--- config.mk ---
export PLATFORM = sky130hd
export DESIGN_NAME = lockreg_bank
export DESIGN_NICKNAME = d
export VERILOG_FILES = /design/src/rtl/lockreg_bank.sv
export SDC_FILE = /design/constraint.sdc
export NUM_CORES = 1
export LEC_CHECK = 0
export BUFFER_PORTS_ARGS = -buffer_cell sky130_fd_sc_hd__buf_4
export CELL_PAD_IN_SITES_DETAIL_PLACEMENT = 2
export CELL_PAD_IN_SITES_GLOBAL_PLACEMENT = 2
export CORE_MARGIN = 8
export CORE_UTILIZATION = 29
export DETAILED_ROUTE_END_ITERATION = 16
export GPL_TIMING_DRIVEN = 1
export PLACE_DENSITY = 0.9
export SLEW_MARGIN = 10
export SYNTH_ARGS = -nofsm -noshare
export SYNTH_HDL_FRONTEND = slang
export SYNTH_SLANG_ARGS = --single-unit
--- constraint.sdc ---
create_clock -name clk -period 3.02 [get_ports clk]
set_clock_uncertainty 0.1 [all_clocks]
set_input_delay 0.604 -clock clk [delete_from_list [all_inputs] [get_ports clk]]
set_output_delay 0.604 -clock clk [all_outputs]
set_load 0.01 [all_outputs]
--- src/rtl/lockreg_bank.sv ---
module lockreg_bank #(
  parameter int DW = 32,
  parameter int AW = 8,
  parameter int SYNC_STAGES = 2
) (
  input  logic               clk,
  input  logic               rst_n,
  input  logic               lock_n_in,
  input  logic [AW-1:0]      sw_addr,
  input  logic               sw_wr,
  input  logic [DW-1:0]      sw_wdata,
  input  logic               sw_rd,
  output logic [DW-1:0]      sw_rdata,
  output logic               sw_err,
  input  logic [4:0]         hw_we,
  input  logic [5*DW-1:0]    hw_wdata,
  output logic [5*DW-1:0]    hw_q
);
  localparam int NREG = 5;
  localparam int IW = AW - 2;

  logic [NREG-1:0][DW-1:0] regs;
  logic [SYNC_STAGES-1:0]  pin_sync;
  logic [SYNC_STAGES:0]    pin_chain;

  assign pin_chain = {pin_sync, lock_n_in};

  always_ff @(posedge clk) begin
    if (!rst_n) pin_sync <= '1;
    else        pin_sync <= pin_chain[SYNC_STAGES-1:0];
  end

  logic [IW-1:0] word_idx;
  logic [2:0]    ri;
  logic          mapped, key_locked, pin_locked;
  logic [NREG-1:0] rd_guard, wr_guard;
  logic          rd_ok, wr_ok, rd_bad, wr_bad;

  assign word_idx   = sw_addr[AW-1:2];
  assign ri         = word_idx[2:0];
  assign mapped     = (sw_addr[1:0] == 2'b00) && (word_idx < IW'(NREG));
  assign key_locked = |regs[1];
  assign pin_locked = !pin_sync[SYNC_STAGES-1];

  // bit k guards register k
  assign rd_guard = {pin_locked, key_locked, 1'b0, 1'b0, key_locked};
  assign wr_guard = {pin_locked, key_locked, key_locked, 1'b0, 1'b0};

  assign rd_ok  = sw_rd && mapped && !rd_guard[ri];
  assign wr_ok  = sw_wr && mapped && !wr_guard[ri];
  assign rd_bad = sw_rd && !rd_ok;
  assign wr_bad = sw_wr && !wr_ok;

  always_ff @(posedge clk) begin
    if (!rst_n) begin
      regs <= '0;
    end else begin
      for (int i = 0; i < NREG; i++) begin
        if (wr_ok && ri == 3'(i))
          regs[i] <= sw_wdata;
        else if (hw_we[i])
          regs[i] <= hw_wdata[i*DW +: DW];
      end
    end
  end

  always_ff @(posedge clk) begin
    if (!rst_n) begin
      sw_rdata <= '0;
      sw_err   <= 1'b0;
    end else begin
      sw_rdata <= rd_ok ? regs[ri] : '0;
      sw_err   <= rd_bad || wr_bad;
    end
  end

  assign hw_q = regs;

  p_readlock_r3: assert property (@(posedge clk) disable iff (!rst_n)
    (sw_rd && sw_addr == AW'(0) && regs[1] != '0) |=> (sw_err && sw_rdata == '0));

  p_locker_free_r7: assert property (@(posedge clk) disable iff (!rst_n)
    (sw_wr && sw_addr == AW'(4)) |=> (hw_q[2*DW-1:DW] == $past(sw_wdata)));

  p_blocked_wr_keeps_r8: assert property (@(posedge clk) disable iff (!rst_n)
    (sw_wr && sw_addr == AW'(8) && regs[1] != '0 && !hw_we[2]) |=> $stable(hw_q[3*DW-1:2*DW]));

  p_err_on_unmapped_r10: assert property (@(posedge clk) disable iff (!rst_n)
    ((sw_rd || sw_wr) && (sw_addr[1:0] != 2'b00 || sw_addr >= AW'(20))) |=> sw_err);

  p_rdzero_noread_r11: assert property (@(posedge clk) disable iff (!rst_n)
    !sw_rd |=> (sw_rdata == '0));
endmodule

Yosys cells after proc, flatten, opt, wreduce, memory -nomap -nowiden
Index checks and enable logic that the tools add are counted.
{"block": "word_totals", "output_inout_bits": 193, "word_cells": 57, "regBits": 195}
{"block": "classes", "order_cmp": 2, "mux": 16, "eq_ne": 4, "n_reduce_logical": 27}
{"operator": "$mux 32", "count": 11}
{"operator": "$bmux 32 s3", "count": 1}
{"operator": "$reduce_or 32->1", "count": 1}
{"operator": "$logic_and 1x1->1", "count": 12}
{"operator": "$reduce_bool 2->1", "count": 5}
{"operator": "$bmux 1 s3", "count": 2}
{"operator": "$eq 3x2->1 const B", "count": 2}
{"operator": "$lt 6x3->1 const B", "count": 1}
{"operator": "$logic_not 1->1", "count": 5}
{"operator": "$lt 3x4->1 const B", "count": 1}
{"operator": "$eq 3x1->1 const B", "count": 1}
{"operator": "$eq 3x3->1 const B", "count": 1}
{"operator": "$logic_not 3->1", "count": 1}
{"operator": "$logic_not 2->1", "count": 1}
{"operator": "$mux 1", "count": 2}
{"operator": "$reduce_and 2->1", "count": 1}
{"operator": "$logic_or 1x1->1", "count": 1}

Longest topological paths before layout
Gate-level depths: netlist of run 1.
{"block": "logic_depth", "ltp_word": 8, "depth_mapped": 6, "mapped_depth_nobuf": 4}

Worst setup path before layout of run 1
No wires, ideal clock.
{"block": "synth_path", "path_type": "input-to-reg", "from": "in sw_addr[0]", "to": "reg regs (netlist bit hw_q[128])", "path_stages": 5, "setup_slack_ns": 0.728, "arrival_ns": 2.076, "t_required_ns": 2.804, "path_cell_list": "or4_1 -> a2111o_1 -> clkbuf_1 -> clkbuf_1 -> o211a_1"}
{"block": "synth_via", "elab_chain_len": 6, "elab_cells_between_ends": 7, "classes_between": "mux: 1; reduce/logical: 6"}
{"element": "from (decl)", "line_no": "9", "text": "input logic [AW-1:0] sw_addr,"}
{"element": "$logic_not 2->1 *", "line_no": "41", "text": "assign mapped = (sw_addr[1:0] == 2'b00) && (word_idx < IW'(NREG));"}
{"element": "$logic_and 1x1->1 *", "line_no": "41"}
{"element": "$logic_and 1x1->1 * (2 in a row)", "line_no": "50", "text": "assign wr_ok = sw_wr && mapped && !wr_guard[ri];"}
{"element": "$logic_and 1x1->1 *", "line_no": "59", "text": "if (wr_ok && ri == 3'(i))"}
{"element": "$mux 32 / $reduce_bool 2->1 (equally long branches)"}
{"element": "to (signal, indexed assignment)", "line_no": "60", "text": "regs[i] <= sw_wdata;"}
{"element": "to (signal, indexed assignment)", "line_no": "62", "text": "regs[i] <= hw_wdata[i*DW +: DW];"}
{"element": "to (decl)", "line_no": "22", "text": "logic [NREG-1:0][DW-1:0] regs;"}
Every way passes the cells marked *; elsewhere a longest branch is shown, timed or not.
A chain may end at the register's enable or synchronous reset.

Worst setup path in the final report of run 1
{"block": "layout_path", "from": "reg regs (netlist bit hw_q[43])", "to": "reg regs (netlist bit hw_q[114])"}
{"block": "layout_via", "elab_chain_len": 7, "elab_cells_between_ends": 8, "classes_between": "mux: 3; reduce/logical: 5"}
{"element": "$reduce_or 32->1 *", "line_no": "42", "text": "assign key_locked = |regs[1];"}
{"element": "$bmux 1 s3 *", "line_no": "50"}
{"element": "$mux 1 (implied by the code) *", "line_no": "50"}
{"element": "$logic_not 1->1 *", "line_no": "50"}
{"element": "$logic_and 1x1->1 *", "line_no": "50"}
{"element": "$logic_and 1x1->1 *", "line_no": "59"}
{"element": "$mux 32 / $reduce_bool 2->1 (equally long branches)"}
Every way passes the cells marked *; elsewhere a longest branch is shown, timed or not. The select of a mux whose other input is x is not followed.

==> flow_results.xml, run 1 <==
<?xml version="1.0" encoding="UTF-8"?>
<metrics>
  <group name="place">
    <metric name="hpwlAfterDp" unit="um">35800</metric>
    <metric name="port-buffer-count" unit="">402</metric>
    <metric name="dpl.cell_count" unit="">1716</metric>
    <metric name="gp_routability_congestion" unit="">0.826</metric>
  </group>
  <group name="synthesis">
    <metric name="synth_most_common_cell" unit="">sky130_fd_sc_hd__dfxtp_1</metric>
    <metric name="synth_top_cells_by_area" unit="">sky130_fd_sc_hd__dfxtp_1 40%, sky130_fd_sc_hd__mux2i_1 17%, sky130_fd_sc_hd__o211a_1 9.9%, sky130_fd_sc_hd__mux2_2 7.5%, sky130_fd_sc_hd__mux4_2 7.5%</metric>
    <metric name="synth-seq-cells" unit="">195</metric>
    <metric name="mappedNetlistArea" unit="um2">9660</metric>
    <metric name="synth_top_cell_area_share" unit="">0.404</metric>
    <metric name="async_reset_ff_frac" unit="">0</metric>
    <metric name="number_of_warnings_printed_during_yosys_synthesis" unit="">0</metric>
    <metric name="synth_sequential_area_ratio" unit="">0.404</metric>
    <metric name="synthesis.nets" unit="">1139</metric>
    <metric name="synth_common_cells" unit="">195 x sky130_fd_sc_hd__dfxtp_1, 192 x sky130_fd_sc_hd__nand2_1, 160 x sky130_fd_sc_hd__mux2i_1, 96 x sky130_fd_sc_hd__o211a_1, 68 x sky130_fd_sc_hd__clkbuf_1</metric>
    <metric name="syn_area_per_cell" unit="um2">10.4</metric>
    <metric name="syn-instance-count" unit="">929</metric>
    <metric name="ys_flop_type" unit="">sky130_fd_sc_hd__dfxtp_1</metric>
    <metric name="synth_edf_count" unit="">0</metric>
    <metric name="synthDistinctLibCells" unit="">34</metric>
    <metric name="yosysTopAreaCell" unit="">sky130_fd_sc_hd__dfxtp_1</metric>
  </group>
  <group name="clock_tree">
    <metric name="post-cts-setup-buffer-count" unit="">0</metric>
    <metric name="cts.sinks" unit="">195</metric>
    <metric name="worstSkewPairLatency" unit="ns">0.45</metric>
    <metric name="num_cts_buffers" unit="">17</metric>
    <metric name="clk_pin_slew_worst_paths" unit="ns">0.07</metric>
    <metric name="cts-root-buf" unit="">sky130_fd_sc_hd__clkbuf_16</metric>
    <metric name="cts.path.max_buffers" unit="">2</metric>
    <metric name="tritoncts" unit="">yes</metric>
    <metric name="cts_htree_levels" unit="">4</metric>
  </group>
  <group name="finish">
    <metric name="final_cells" unit="">1749</metric>
    <metric name="finalNetCount" unit="">1497</metric>
    <metric name="synthToLayoutAreaGrowth" unit="%">42.4</metric>
    <metric name="final_layout_size_suffix_gt1_frac" unit="">0.433</metric>
    <metric name="finalCoreUtilization" unit="">0.415</metric>
    <metric name="fillers" unit="">3583</metric>
  </group>
  <group name="timing">
    <metric name="maxSlewViolCount" unit="">0</metric>
    <metric name="tightestPinTransition" unit="ns">0.969</metric>
    <metric name="timing_hold_violations_final" unit="">0</metric>
    <metric name="fmax" unit="MHz">364</metric>
    <metric name="slew_headroom" unit="">0.354</metric>
    <metric name="layout_min_cycle_time" unit="ns">2.74</metric>
    <metric name="setup_violations" unit="">0</metric>
    <metric name="rsz0062_at_grt" unit="">no</metric>
    <metric name="final_total_negative_setup_slack" unit="ns">0</metric>
    <metric name="final.period_utilization" unit="">0.909</metric>
  </group>
  <group name="power_and_ir_drop">
    <metric name="power_per_cell_area" unit="nW/um2">469</metric>
    <metric name="p_leak" unit="nW">7.20</metric>
    <metric name="power.ir.vdd_worst" unit="V">0.000387</metric>
  </group>
  <group name="critical_path">
    <metric name="r2r_start" unit="">hw_q[43]$_SDFFE_PN0P_</metric>
    <metric name="arrival" unit="ns">2.96</metric>
    <metric name="crit_path_launch_type" unit="">flip-flop</metric>
    <metric name="rr_endpoint" unit="">hw_q[114]$_SDFFE_PN0P_</metric>
    <metric name="timing.critical_path.to_type" unit="">flip-flop</metric>
    <metric name="reg2regPathDepth" unit="">6</metric>
    <metric name="critPathKind" unit="">reg -&gt; reg</metric>
    <metric name="setup.worst_path.start" unit="">hw_q[43]$_SDFFE_PN0P_</metric>
    <metric name="worstPathRequired" unit="ns">3.23</metric>
    <metric name="critPathMaxFanout" unit="">14</metric>
    <metric name="worst_setup_slack_for_register_to_register_paths" unit="ns">0.28</metric>
  </group>
  <group name="hold_path">
    <metric name="min_path_cells" unit="">2</metric>
    <metric name="holdCritStartpoint" unit="">lock_n_in</metric>
    <metric name="hold_class" unit="">in -&gt; reg</metric>
    <metric name="hold-path-endpoint" unit="">pin_sync[0]$_SDFF_PN1_</metric>
  </group>
  <group name="detailed_routing">
    <metric name="wire_per_inst" unit="um">28.5</metric>
    <metric name="postRouteWirelength" unit="um">49800</metric>
    <metric name="drt_iter0_markers" unit="">433</metric>
    <metric name="num_vias" unit="">9408</metric>
    <metric name="drt_pass1_iterations" unit="">5</metric>
    <metric name="routed_via_density" unit="">5.38</metric>
    <metric name="drc" unit="">0</metric>
    <metric name="antenna_left" unit="">0</metric>
  </group>
  <group name="global_route">
    <metric name="vias_in_the_first_global_route" unit="">10937</metric>
    <metric name="antenna_violations_before_repair" unit="">4</metric>
    <metric name="grt_overflow_total" unit="">0</metric>
    <metric name="grt_pass1_wl" unit="um">71600</metric>
    <metric name="grt_max_degree" unit="">102</metric>
    <metric name="groute.usage.overall" unit="">0.245</metric>
  </group>
  <group name="floorplanning">
    <metric name="ioPinCount" unit="">403</metric>
    <metric name="coreArea" unit="um2">33200</metric>
    <metric name="die_h" unit="um">199</metric>
    <metric name="std_cell_rows" unit="">67</metric>
    <metric name="die_w" unit="um">199</metric>
    <metric name="floorplan.die_area" unit="um2">39400</metric>
    <metric name="initial_core_util" unit="">0.291</metric>
  </group>
  <group name="run_status">
    <metric name="run_status" unit="">finished clean</metric>
  </group>
  <group name="run">
    <metric name="drv.max_cap_violation_count" unit="">0</metric>
  </group>
</metrics>
==> placed cells by master (no fill, tap or decap), drive strengths merged, types with 4 or more instances in the layout <==
cell    netlist  routed
dfxtp       195     195
buf          20     427
nand4         4       4
mux2i       160     160
clkbuf       68      23
nor4         10      10
nand2       192     192
o211a        96      96
nor3         33      33
mux4         32      32
a22oi        32      32
mux2         64      64
==> state kept, by name, summed over array words and instances (netlist names) <==
register and cells:
hw_q 160, sw_rdata 32, pin_sync 2, sw_err 1
==> per-layer routing <==
layer	vias up	global-route usage	routed length, um
li1	4136	-	-
met1	4826	0.273	19600
met2	352	0.434	25400
met3	90	0.0667	3060
met4	4	0.106	1660
met5	-	0	27
==> area by class of cell <==
| class | count | area [um2] | share of cell area |
|---|---|---|---|
| antenna | 2 | 5.00 | 0.000364 |
| clock buffer | 23 | 488 | 0.0355 |
| clock inverter | 8 | 101 | 0.00736 |
| inverter | 2 | 7.51 | 0.000545 |
| multi-input combinational | 644 | 5410 | 0.393 |
| sequential | 195 | 3900 | 0.284 |
| tap | 448 | 561 | 0.0407 |
| timing repair buffer | 427 | 3280 | 0.239 |
==> where the power goes <==
part | internal [mW] | switching, mW
combinational | 0.654 | 0.602
sequential | 2.70 | 0.143
clock | 1.30 | 1.06
total | 4.66 | 1.80
==> critical path, cell delays in order, from the launching register on <==
cell and delay, ns:
sky130_fd_sc_hd__dfxtp_1 0.38, sky130_fd_sc_hd__nor4_2 0.51, sky130_fd_sc_hd__buf_4 0.20, sky130_fd_sc_hd__nand4_1 0.32, sky130_fd_sc_hd__or4b_4 0.66, sky130_fd_sc_hd__buf_4 0.26, sky130_fd_sc_hd__mux2i_1 0.17
==> per-stage QoR <==
stage          total power [mW]  setup slack, ns  cell area, um2  hold slack [ns]
4_1_cts                    6.51           0.0501           13800            0.225
5_1_grt                    6.69            0.195           13800            0.235
3_5_place_dp               4.15           0.0204           13200            0.302
2_1_floorplan              3.44            0.728            9660            0.286
3_3_place_gp               4.08            0.101           13200            0.295
6_report                   6.46            0.275           13800            0.252
==> kinds of logic (layout without fill, tap and decap cells) <==
family | after synthesis | in the layout | synth area share
multiplexers | 256 | 256 | 0.315
AND/OR/NAND/NOR | 252 | 252 | 0.111
flip-flops | 195 | 195 | 0.404
AO/OA/AOI/OAI | 136 | 136 | 0.131
buffers and inverters | 90 | 460 | 0.0390
other | 0 | 2 | 0
==> timing repair <==
action	4_1_cts	5_1_grt
hold endpoints to repair	0	0
gates resized for setup	0	1
hold buffers	0	0
setup endpoints to repair	0	1
==> worst max-delay path by stage <==
stage	end	slack, ns
finish	hw_q[114]$_SDFFE_PN0P_	0.28
global route	sw_rdata[18]$_SDFF_PN0_	0.19
CTS	sw_rdata[18]$_SDFF_PN0_	0.05
detailed placement	sw_rdata[18]$_SDFF_PN0_	0.02
global placement	sw_rdata[18]$_SDFF_PN0_	0.10
floorplan	hw_q[128]$_SDFFE_PN0P_	0.73
No activity file was read; power rests on OpenSTA's default activity.
==> inputs of run 2 (changes only) <==
--- a/config.mk
+++ b/config.mk
@@ -11,6 +11,6 @@
 export CORE_MARGIN = 8
-export CORE_UTILIZATION = 29
+export CORE_UTILIZATION = 26
 export DETAILED_ROUTE_END_ITERATION = 16
 export GPL_TIMING_DRIVEN = 1
-export PLACE_DENSITY = 0.9
+export PLACE_DENSITY = 0.86
 export SLEW_MARGIN = 10
==> constraint.sdc (replaced) <==
create_clock -name clk -period 2.5 [get_ports clk]
set_clock_uncertainty 0.1 [all_clocks]
set_input_delay 0.5 -clock clk [delete_from_list [all_inputs] [get_ports clk]]
set_output_delay 0.5 -clock clk [all_outputs]
set_load 0.05 [all_outputs]
==> run 2 against run 1 <==
Compared with the run above: design area grew 1.3%; first-iteration DRC count shrank 29%; flip-flop and latch count is the same; routed wire length shrank 2.3%; setup slack lost 0.20 ns; non-clock buffer count grew 13; clock-buffer cell count shrank 4; sequential share of layout area shrank 0.38 points; global-route usage shrank 2.8 points; clock power grew 17%; sequential power grew 21%; critical path type unchanged; highest routed layer unchanged.
==> flow_results.xml, run 2 (synthesis gave the netlist of run 1 again) <==
<?xml version="1.0" encoding="UTF-8"?>
<metrics>
  <group name="run_status">
    <metric name="run_status" unit="">finished clean</metric>
  </group>
  <group name="critical_path">
    <metric name="timing.critical_path.to_type" unit="">flip-flop</metric>
    <metric name="setup.worst_path.start" unit="">hw_q[43]$_SDFFE_PN0P_</metric>
    <metric name="rr_endpoint" unit="">hw_q[112]$_SDFFE_PN0P_</metric>
    <metric name="worst_setup_slack_for_register_to_register_paths" unit="ns">0.08</metric>
    <metric name="r2r_start" unit="">hw_q[43]$_SDFFE_PN0P_</metric>
    <metric name="timing.critical_path.to" unit="">hw_q[112]$_SDFFE_PN0P_</metric>
    <metric name="path_cells" unit="">nor4_2 &gt; buf_4 &gt; nand4_1 &gt; buf_4 &gt; or4b_4 &gt; buf_12 &gt; mux2i_1</metric>
    <metric name="reg2regPathDepth" unit="">7</metric>
    <metric name="crit_path_launch_type" unit="">flip-flop</metric>
    <metric name="cpMostUsedCell" unit="">sky130_fd_sc_hd__buf_4</metric>
    <metric name="critPathKind" unit="">reg -&gt; reg</metric>
    <metric name="cpPeakStageDelay" unit="ns">0.56</metric>
    <metric name="arrival" unit="ns">2.66</metric>
    <metric name="critPathMaxFanout" unit="">18</metric>
    <metric name="cell_with_the_largest_stage_delay_on_the_worst_path" unit="">sky130_fd_sc_hd__or4b_4</metric>
    <metric name="worstPathRequired" unit="ns">2.74</metric>
  </group>
  <group name="clock_tree">
    <metric name="num_cts_buffers" unit="">17</metric>
    <metric name="cts-root-buf" unit="">sky130_fd_sc_hd__clkbuf_16</metric>
    <metric name="clk_pin_slew_worst_paths" unit="ns">0.08</metric>
    <metric name="worstSkewPairLatency" unit="ns">0.45</metric>
    <metric name="cts.path.max_buffers" unit="">2</metric>
    <metric name="tritoncts" unit="">yes</metric>
    <metric name="cts_hold_buf" unit="">0</metric>
    <metric name="cts.sinks" unit="">195</metric>
    <metric name="cts_htree_levels" unit="">4</metric>
  </group>
  <group name="timing">
    <metric name="tightestPinTransition" unit="ns">0.757</metric>
    <metric name="layout_min_cycle_time" unit="ns">2.42</metric>
    <metric name="slew_headroom" unit="">0.495</metric>
    <metric name="rsz0062_at_grt" unit="">no</metric>
    <metric name="fin_ws" unit="ns">0.0764</metric>
    <metric name="timing_hold_violations_final" unit="">0</metric>
    <metric name="final.period_utilization" unit="">0.969</metric>
    <metric name="final_total_negative_setup_slack" unit="ns">0</metric>
    <metric name="setup_violations" unit="">0</metric>
    <metric name="fmax" unit="MHz">413</metric>
    <metric name="maxSlewViolCount" unit="">0</metric>
  </group>
  <group name="detailed_routing">
    <metric name="drt_iter0_markers" unit="">306</metric>
    <metric name="drt_pass1_iterations" unit="">4</metric>
    <metric name="postRouteWirelength" unit="um">48600</metric>
    <metric name="routed_via_density" unit="">5.23</metric>
    <metric name="drc" unit="">0</metric>
    <metric name="num_vias" unit="">9332</metric>
    <metric name="antenna_left" unit="">0</metric>
    <metric name="wire_per_inst" unit="um">27.2</metric>
  </group>
  <group name="floorplanning">
    <metric name="ioPinCount" unit="">403</metric>
    <metric name="die_w" unit="um">209</metric>
    <metric name="die_h" unit="um">209</metric>
    <metric name="initial_core_util" unit="">0.264</metric>
    <metric name="std_cell_rows" unit="">70</metric>
    <metric name="coreArea" unit="um2">36600</metric>
    <metric name="floorplan.die_area" unit="um2">43600</metric>
  </group>
  <group name="power_and_ir_drop">
    <metric name="power_per_cell_area" unit="nW/um2">588</metric>
    <metric name="switching_share" unit="">0.332</metric>
    <metric name="clockPowerShare" unit="">0.337</metric>
    <metric name="pwr-share-seq" unit="">0.418</metric>
    <metric name="post_route_total_power" unit="mW">8.20</metric>
    <metric name="internal-power" unit="mW">5.48</metric>
    <metric name="power.ir.vdd_worst" unit="V">0.000457</metric>
    <metric name="pwr-share-comb" unit="">0.245</metric>
    <metric name="total_switching_power" unit="mW">2.72</metric>
    <metric name="p_leak" unit="nW">7.29</metric>
  </group>
  <group name="finish">
    <metric name="finalNetCount" unit="">1510</metric>
    <metric name="final_cells" unit="">1786</metric>
    <metric name="commonest_non_fill_non_tap_cells_in_the_layout" unit="">427 x sky130_fd_sc_hd__buf_4, 195 x sky130_fd_sc_hd__dfxtp_1, 192 x sky130_fd_sc_hd__nand2_1</metric>
    <metric name="synthToLayoutAreaGrowth" unit="%">44.3</metric>
    <metric name="layout.cells.most_common" unit="">sky130_fd_sc_hd__buf_4</metric>
    <metric name="layout.cell_area.non_filler" unit="um2">13900</metric>
    <metric name="largest_register_ff_count" unit="">160</metric>
    <metric name="final_layout_size_suffix_gt1_frac" unit="">0.439</metric>
  </group>
  <group name="place">
    <metric name="port-buffer-count" unit="">402</metric>
    <metric name="dp_worst_setup_slack" unit="ns">-0.275</metric>
    <metric name="gp_routability_congestion" unit="">0.805</metric>
    <metric name="post_dp_cell_area" unit="um2">13400</metric>
    <metric name="dpl.cell_count" unit="">1748</metric>
    <metric name="hpwlAfterDp" unit="um">36300</metric>
  </group>
  <group name="global_route">
    <metric name="groute.usage.overall" unit="">0.217</metric>
    <metric name="grt_max_degree" unit="">65</metric>
    <metric name="grt_overflow_total" unit="">0</metric>
    <metric name="vias_in_the_first_global_route" unit="">10620</metric>
    <metric name="antenna_violations_before_repair" unit="">6</metric>
    <metric name="grt_pass1_wl" unit="um">71300</metric>
  </group>
  <group name="run">
    <metric name="drv.max_cap_violation_count" unit="">0</metric>
  </group>
  <group name="hold_path">
    <metric name="hold_class" unit="">in -&gt; reg</metric>
  </group>
</metrics>
## run 2: cell types whose count changed in the layout (fill, tap and decap cells not counted), sizes merged
cell      before  now
buf          427  440
bufinv         2    1
clkbuf        23   19
clkinv         3    8
clkinvlp       3    0
diode          2    5
inv            2    6
## run 2: what timing repair did
action / 4_1_cts / 5_1_grt
setup endpoints to repair: 96 / 0
buffers inserted: 1 / 0
resized for setup: 2 / 0
## run 2: per-layer routing
layer  global-route usage  vias to the layer above  share of wire
met5                    0                        -        0.00027
met3               0.0563                       75          0.057
met4               0.0853                        2          0.034
li1                     -                     4157              -
met1                0.253                     4759           0.41
met2                0.376                      339           0.50
## run 2: final cells by class
cell class / instances / area (um2)
Antenna cell: 5 / 12.5
Sequential cell: 195 / 3900
Fill cell: 3951 / 22700
Clock inverter: 13 / 128
Inverter: 2 / 7.51
Tap cell: 468 / 586
Clock buffer: 19 / 433
Timing Repair Buffer: 440 / 3460
Multi-Input combinational cell: 644 / 5420
## run 2: stage by stage
stage / util / hold WS, ns
5_1_grt: 0.381 / 0.159
3_5_place_dp: 0.365 / 0.300
4_1_cts: 0.381 / 0.144
3_3_place_gp: 0.365 / 0.292
2_1_floorplan: - / 0.286
6_report: 0.381 / 0.160
## run 2: worst min path at each step
stage                                       from                     end  slack, ns  cells past startpoint
after floorplan           pin_sync[0]$_SDFF_PN1_  pin_sync[1]$_SDFF_PN1_       0.29                      1
after detailed placement  pin_sync[0]$_SDFF_PN1_  pin_sync[1]$_SDFF_PN1_       0.30                      1
after global routing                   lock_n_in  pin_sync[0]$_SDFF_PN1_       0.16                      2
after CTS                              lock_n_in  pin_sync[0]$_SDFF_PN1_       0.14                      2
after global placement    pin_sync[0]$_SDFF_PN1_  pin_sync[1]$_SDFF_PN1_       0.29                      1
final                                  lock_n_in  pin_sync[0]$_SDFF_PN1_       0.16                      2
## run 2: power groups by stage
stage	registers (mW)	clock network, mW	logic, mW
final	3.43	2.77	2.01
after global routing	3.45	2.96	2.11
after CTS	3.43	2.84	2.02
after detailed placement	3.50	0	2.00
after global placement	3.49	0	1.95
after floorplan	3.97	0	0.642
## run 2: critical path, delay by kind of cell (launching register included)
family,cells,cell delay [ns]
buf+inv,3,0.56
flops,1,0.36
mux,1,0.15
simple gates,3,1.09
==> inputs of run 3 (changes only) <==
Settings changed: PLACE_DENSITY 0.86 to 0.82, RECOVER_POWER set to 100.
==> run 3 against run 2 <==
Compared with the run above: sequential share of layout area rose by 1.2 points; die area did not move; maximum frequency rose by 1.6%; non-clock buffer count rose by 6; core utilization fell by 1.5 points; critical path depth did not move; via count rose by 1.1%; clock power rose by 7.9%; combinational power fell by 6%; cell count rose by 0.22%; power rose by 1.3%; sequential power barely moved; critical endpoint is now sw_rdata[5]$_SDFF_PN0_; largest cell class unchanged.
==> flow_results.xml, run 3 (synthesis gave the netlist of run 1 again) <==
<?xml version="1.0" encoding="UTF-8"?>
<metrics>
  <group name="critical_path">
    <metric name="cell_with_the_largest_stage_delay_on_the_worst_path" unit="">sky130_fd_sc_hd__dfxtp_1</metric>
    <metric name="critPathMaxFanout" unit="">18</metric>
    <metric name="cpPeakStageDelay" unit="ns">0.37</metric>
    <metric name="cpMostUsedCell" unit="">sky130_fd_sc_hd__buf_4</metric>
    <metric name="critPathKind" unit="">reg -&gt; reg</metric>
    <metric name="path_cells" unit="">nor4_4 &gt; buf_4 &gt; nand4_1 &gt; buf_4 &gt; o221a_2 &gt; buf_4 &gt; nor3_1</metric>
    <metric name="timing.critical_path.to_type" unit="">flip-flop</metric>
    <metric name="worstPathRequired" unit="ns">2.77</metric>
    <metric name="crit_path_launch_type" unit="">flip-flop</metric>
    <metric name="arrival" unit="ns">2.65</metric>
  </group>
  <group name="floorplanning">
    <metric name="std_cell_rows" unit="">70</metric>
    <metric name="die_w" unit="um">209</metric>
    <metric name="floorplan.die_area" unit="um2">43600</metric>
    <metric name="initial_core_util" unit="">0.264</metric>
    <metric name="ioPinCount" unit="">403</metric>
    <metric name="coreArea" unit="um2">36600</metric>
    <metric name="die_h" unit="um">209</metric>
  </group>
  <group name="global_route">
    <metric name="grt_pass1_wl" unit="um">72000</metric>
    <metric name="groute.usage.overall" unit="">0.219</metric>
    <metric name="vias_in_the_first_global_route" unit="">10792</metric>
    <metric name="grt_max_degree" unit="">64</metric>
    <metric name="grt_overflow_total" unit="">0</metric>
    <metric name="antenna_violations_before_repair" unit="">3</metric>
  </group>
  <group name="timing">
    <metric name="tightestPinTransition" unit="ns">1.03</metric>
    <metric name="fin_worst_hold_slack" unit="ns">0.145</metric>
    <metric name="fmax" unit="MHz">419</metric>
    <metric name="maxSlewViolCount" unit="">0</metric>
    <metric name="final_total_negative_setup_slack" unit="ns">0</metric>
    <metric name="slew_headroom" unit="">0.314</metric>
    <metric name="rsz0062_at_grt" unit="">yes</metric>
    <metric name="setup_violations" unit="">0</metric>
    <metric name="timing_hold_violations_final" unit="">0</metric>
    <metric name="layout_min_cycle_time" unit="ns">2.38</metric>
    <metric name="final.period_utilization" unit="">0.954</metric>
  </group>
  <group name="clock_tree">
    <metric name="cts-root-buf" unit="">sky130_fd_sc_hd__clkbuf_16</metric>
    <metric name="cts_htree_levels" unit="">4</metric>
    <metric name="tritoncts" unit="">yes</metric>
    <metric name="clk_pin_slew_worst_paths" unit="ns">0.07</metric>
    <metric name="cts.path.max_buffers" unit="">2</metric>
    <metric name="worstSkewPairLatency" unit="ns">0.45</metric>
    <metric name="cts.sinks" unit="">195</metric>
    <metric name="num_cts_buffers" unit="">17</metric>
    <metric name="cts_hold_buf" unit="">0</metric>
  </group>
  <group name="power_and_ir_drop">
    <metric name="post_route_total_power" unit="mW">8.31</metric>
    <metric name="p_leak" unit="nW">6.57</metric>
    <metric name="power_per_cell_area" unit="nW/um2">621</metric>
    <metric name="power.ir.vdd_worst" unit="V">0.000415</metric>
  </group>
  <group name="detailed_routing">
    <metric name="antenna_left" unit="">0</metric>
    <metric name="drt_iter0_markers" unit="">402</metric>
    <metric name="routed_via_density" unit="">5.27</metric>
    <metric name="drc" unit="">0</metric>
    <metric name="wire_per_inst" unit="um">27.6</metric>
    <metric name="drt_pass1_iterations" unit="">5</metric>
    <metric name="postRouteWirelength" unit="um">49400</metric>
    <metric name="num_vias" unit="">9436</metric>
  </group>
  <group name="finish">
    <metric name="synthToLayoutAreaGrowth" unit="%">38.5</metric>
    <metric name="multiInputGateArea" unit="um2">5460</metric>
    <metric name="commonest_non_fill_non_tap_cells_in_the_layout" unit="">228 x sky130_fd_sc_hd__buf_4, 196 x sky130_fd_sc_hd__clkbuf_1, 192 x sky130_fd_sc_hd__nand2_1</metric>
    <metric name="largest_register_ff_count" unit="">160</metric>
    <metric name="layout.cells.most_common" unit="">sky130_fd_sc_hd__buf_4</metric>
    <metric name="final_layout_size_suffix_gt1_frac" unit="">0.299</metric>
    <metric name="finalNetCount" unit="">1516</metric>
    <metric name="regArea" unit="um2">3910</metric>
    <metric name="fillers" unit="">4148</metric>
  </group>
  <group name="run">
    <metric name="drv.max_cap_violation_count" unit="">0</metric>
  </group>
  <group name="run_status">
    <metric name="run_status" unit="">finished clean</metric>
  </group>
  <group name="place">
    <metric name="gp_routability_congestion" unit="">0.826</metric>
    <metric name="hpwlAfterDp" unit="um">35900</metric>
    <metric name="port-buffer-count" unit="">402</metric>
  </group>
  <group name="hold_path">
    <metric name="hold_class" unit="">in -&gt; reg</metric>
  </group>
</metrics>
## run 3: changes by cell type in the layout (fill, tap and decap cells not counted), moves of 3 or more
| cell | previous run | this run |
|---|---|---|
| sky130_fd_sc_hd__buf_4 | 427 | 228 |
| sky130_fd_sc_hd__clkbuf_2 | 0 | 4 |
| sky130_fd_sc_hd__dfxtp_2 | 0 | 4 |
| sky130_fd_sc_hd__nor4_4 | 1 | 4 |
| sky130_fd_sc_hd__clkinv_4 | 6 | 1 |
| sky130_fd_sc_hd__clkinvlp_4 | 0 | 3 |
| sky130_fd_sc_hd__dfxtp_1 | 195 | 191 |
| sky130_fd_sc_hd__clkbuf_1 | 2 | 196 |
## run 3: power breakdown
group	leakage [nW]	internal (mW)	switching, mW	total, mW
combinational	4.67	0.697	1.19	1.89
clock	0.293	1.62	1.37	2.99
sequential	1.61	3.26	0.168	3.43
## run 3: routing by layer
metal	wire length [um]	up-vias	share of wire	global-route usage
li1	-	4178	-	-
met1	20800	4856	0.42	0.264
met2	24600	330	0.50	0.379
met3	2620	72	0.053	0.0506
met4	1370	0	0.028	0.0787
met5	0	-	0	0
## run 3: final timing paths
| path | from | endpoint | slack [ns] | cells after the start |
|---|---|---|---|---|
| max reg2reg | hw_q[51]$_SDFFE_PN0P_ | sw_rdata[5]$_SDFF_PN0_ | 0.12 | 7 |
| max | hw_q[51]$_SDFFE_PN0P_ | sw_rdata[5]$_SDFF_PN0_ | 0.12 | 7 |
| min | lock_n_in | pin_sync[0]$_SDFF_PN1_ | 0.14 | 2 |
| min reg2reg | pin_sync[0]$_SDFF_PN1_ | pin_sync[1]$_SDFF_PN1_ | 0.31 | 1 |
## run 3: cell type report
cell class / instances / area share
multi-input cells: 644 / 0.408
clock buffers: 19 / 0.0331
diodes: 3 / 0.000561
inverters: 2 / 0.000561
well taps: 468 / 0.0437
flip-flops and latches: 195 / 0.292
repair buffers: 446 / 0.210
clock inverters: 13 / 0.0129
## run 3: worst max-delay path: cells and delay by family (launching register included)
kind,cells,cell delay [ns]
and+or+nand+nor,3,0.78
DFF,1,0.37
AOI/OAI and AO/OA,1,0.36
buffers and inverters,3,0.67
## run 3: metrics by stage
step / cells / util / area, um2 / setup WS [ns]
floorplan: 929 / - / 9660 / 0.312
global placement: 1753 / 0.367 / 13400 / -0.170
detailed placement: 1753 / 0.367 / 13400 / -0.219
CTS: 1785 / 0.384 / 14100 / 0.00174
global route: 1790 / 0.366 / 13400 / -0.0140
finish: 1790 / 0.366 / 13400 / 0.116
## run 3: what timing repair did
action	in CTS	in global routing
setup endpoints to repair	94	45
pin swaps	1	4
gates resized for setup	3	11
buffers inserted	0	1
cloned	0	1
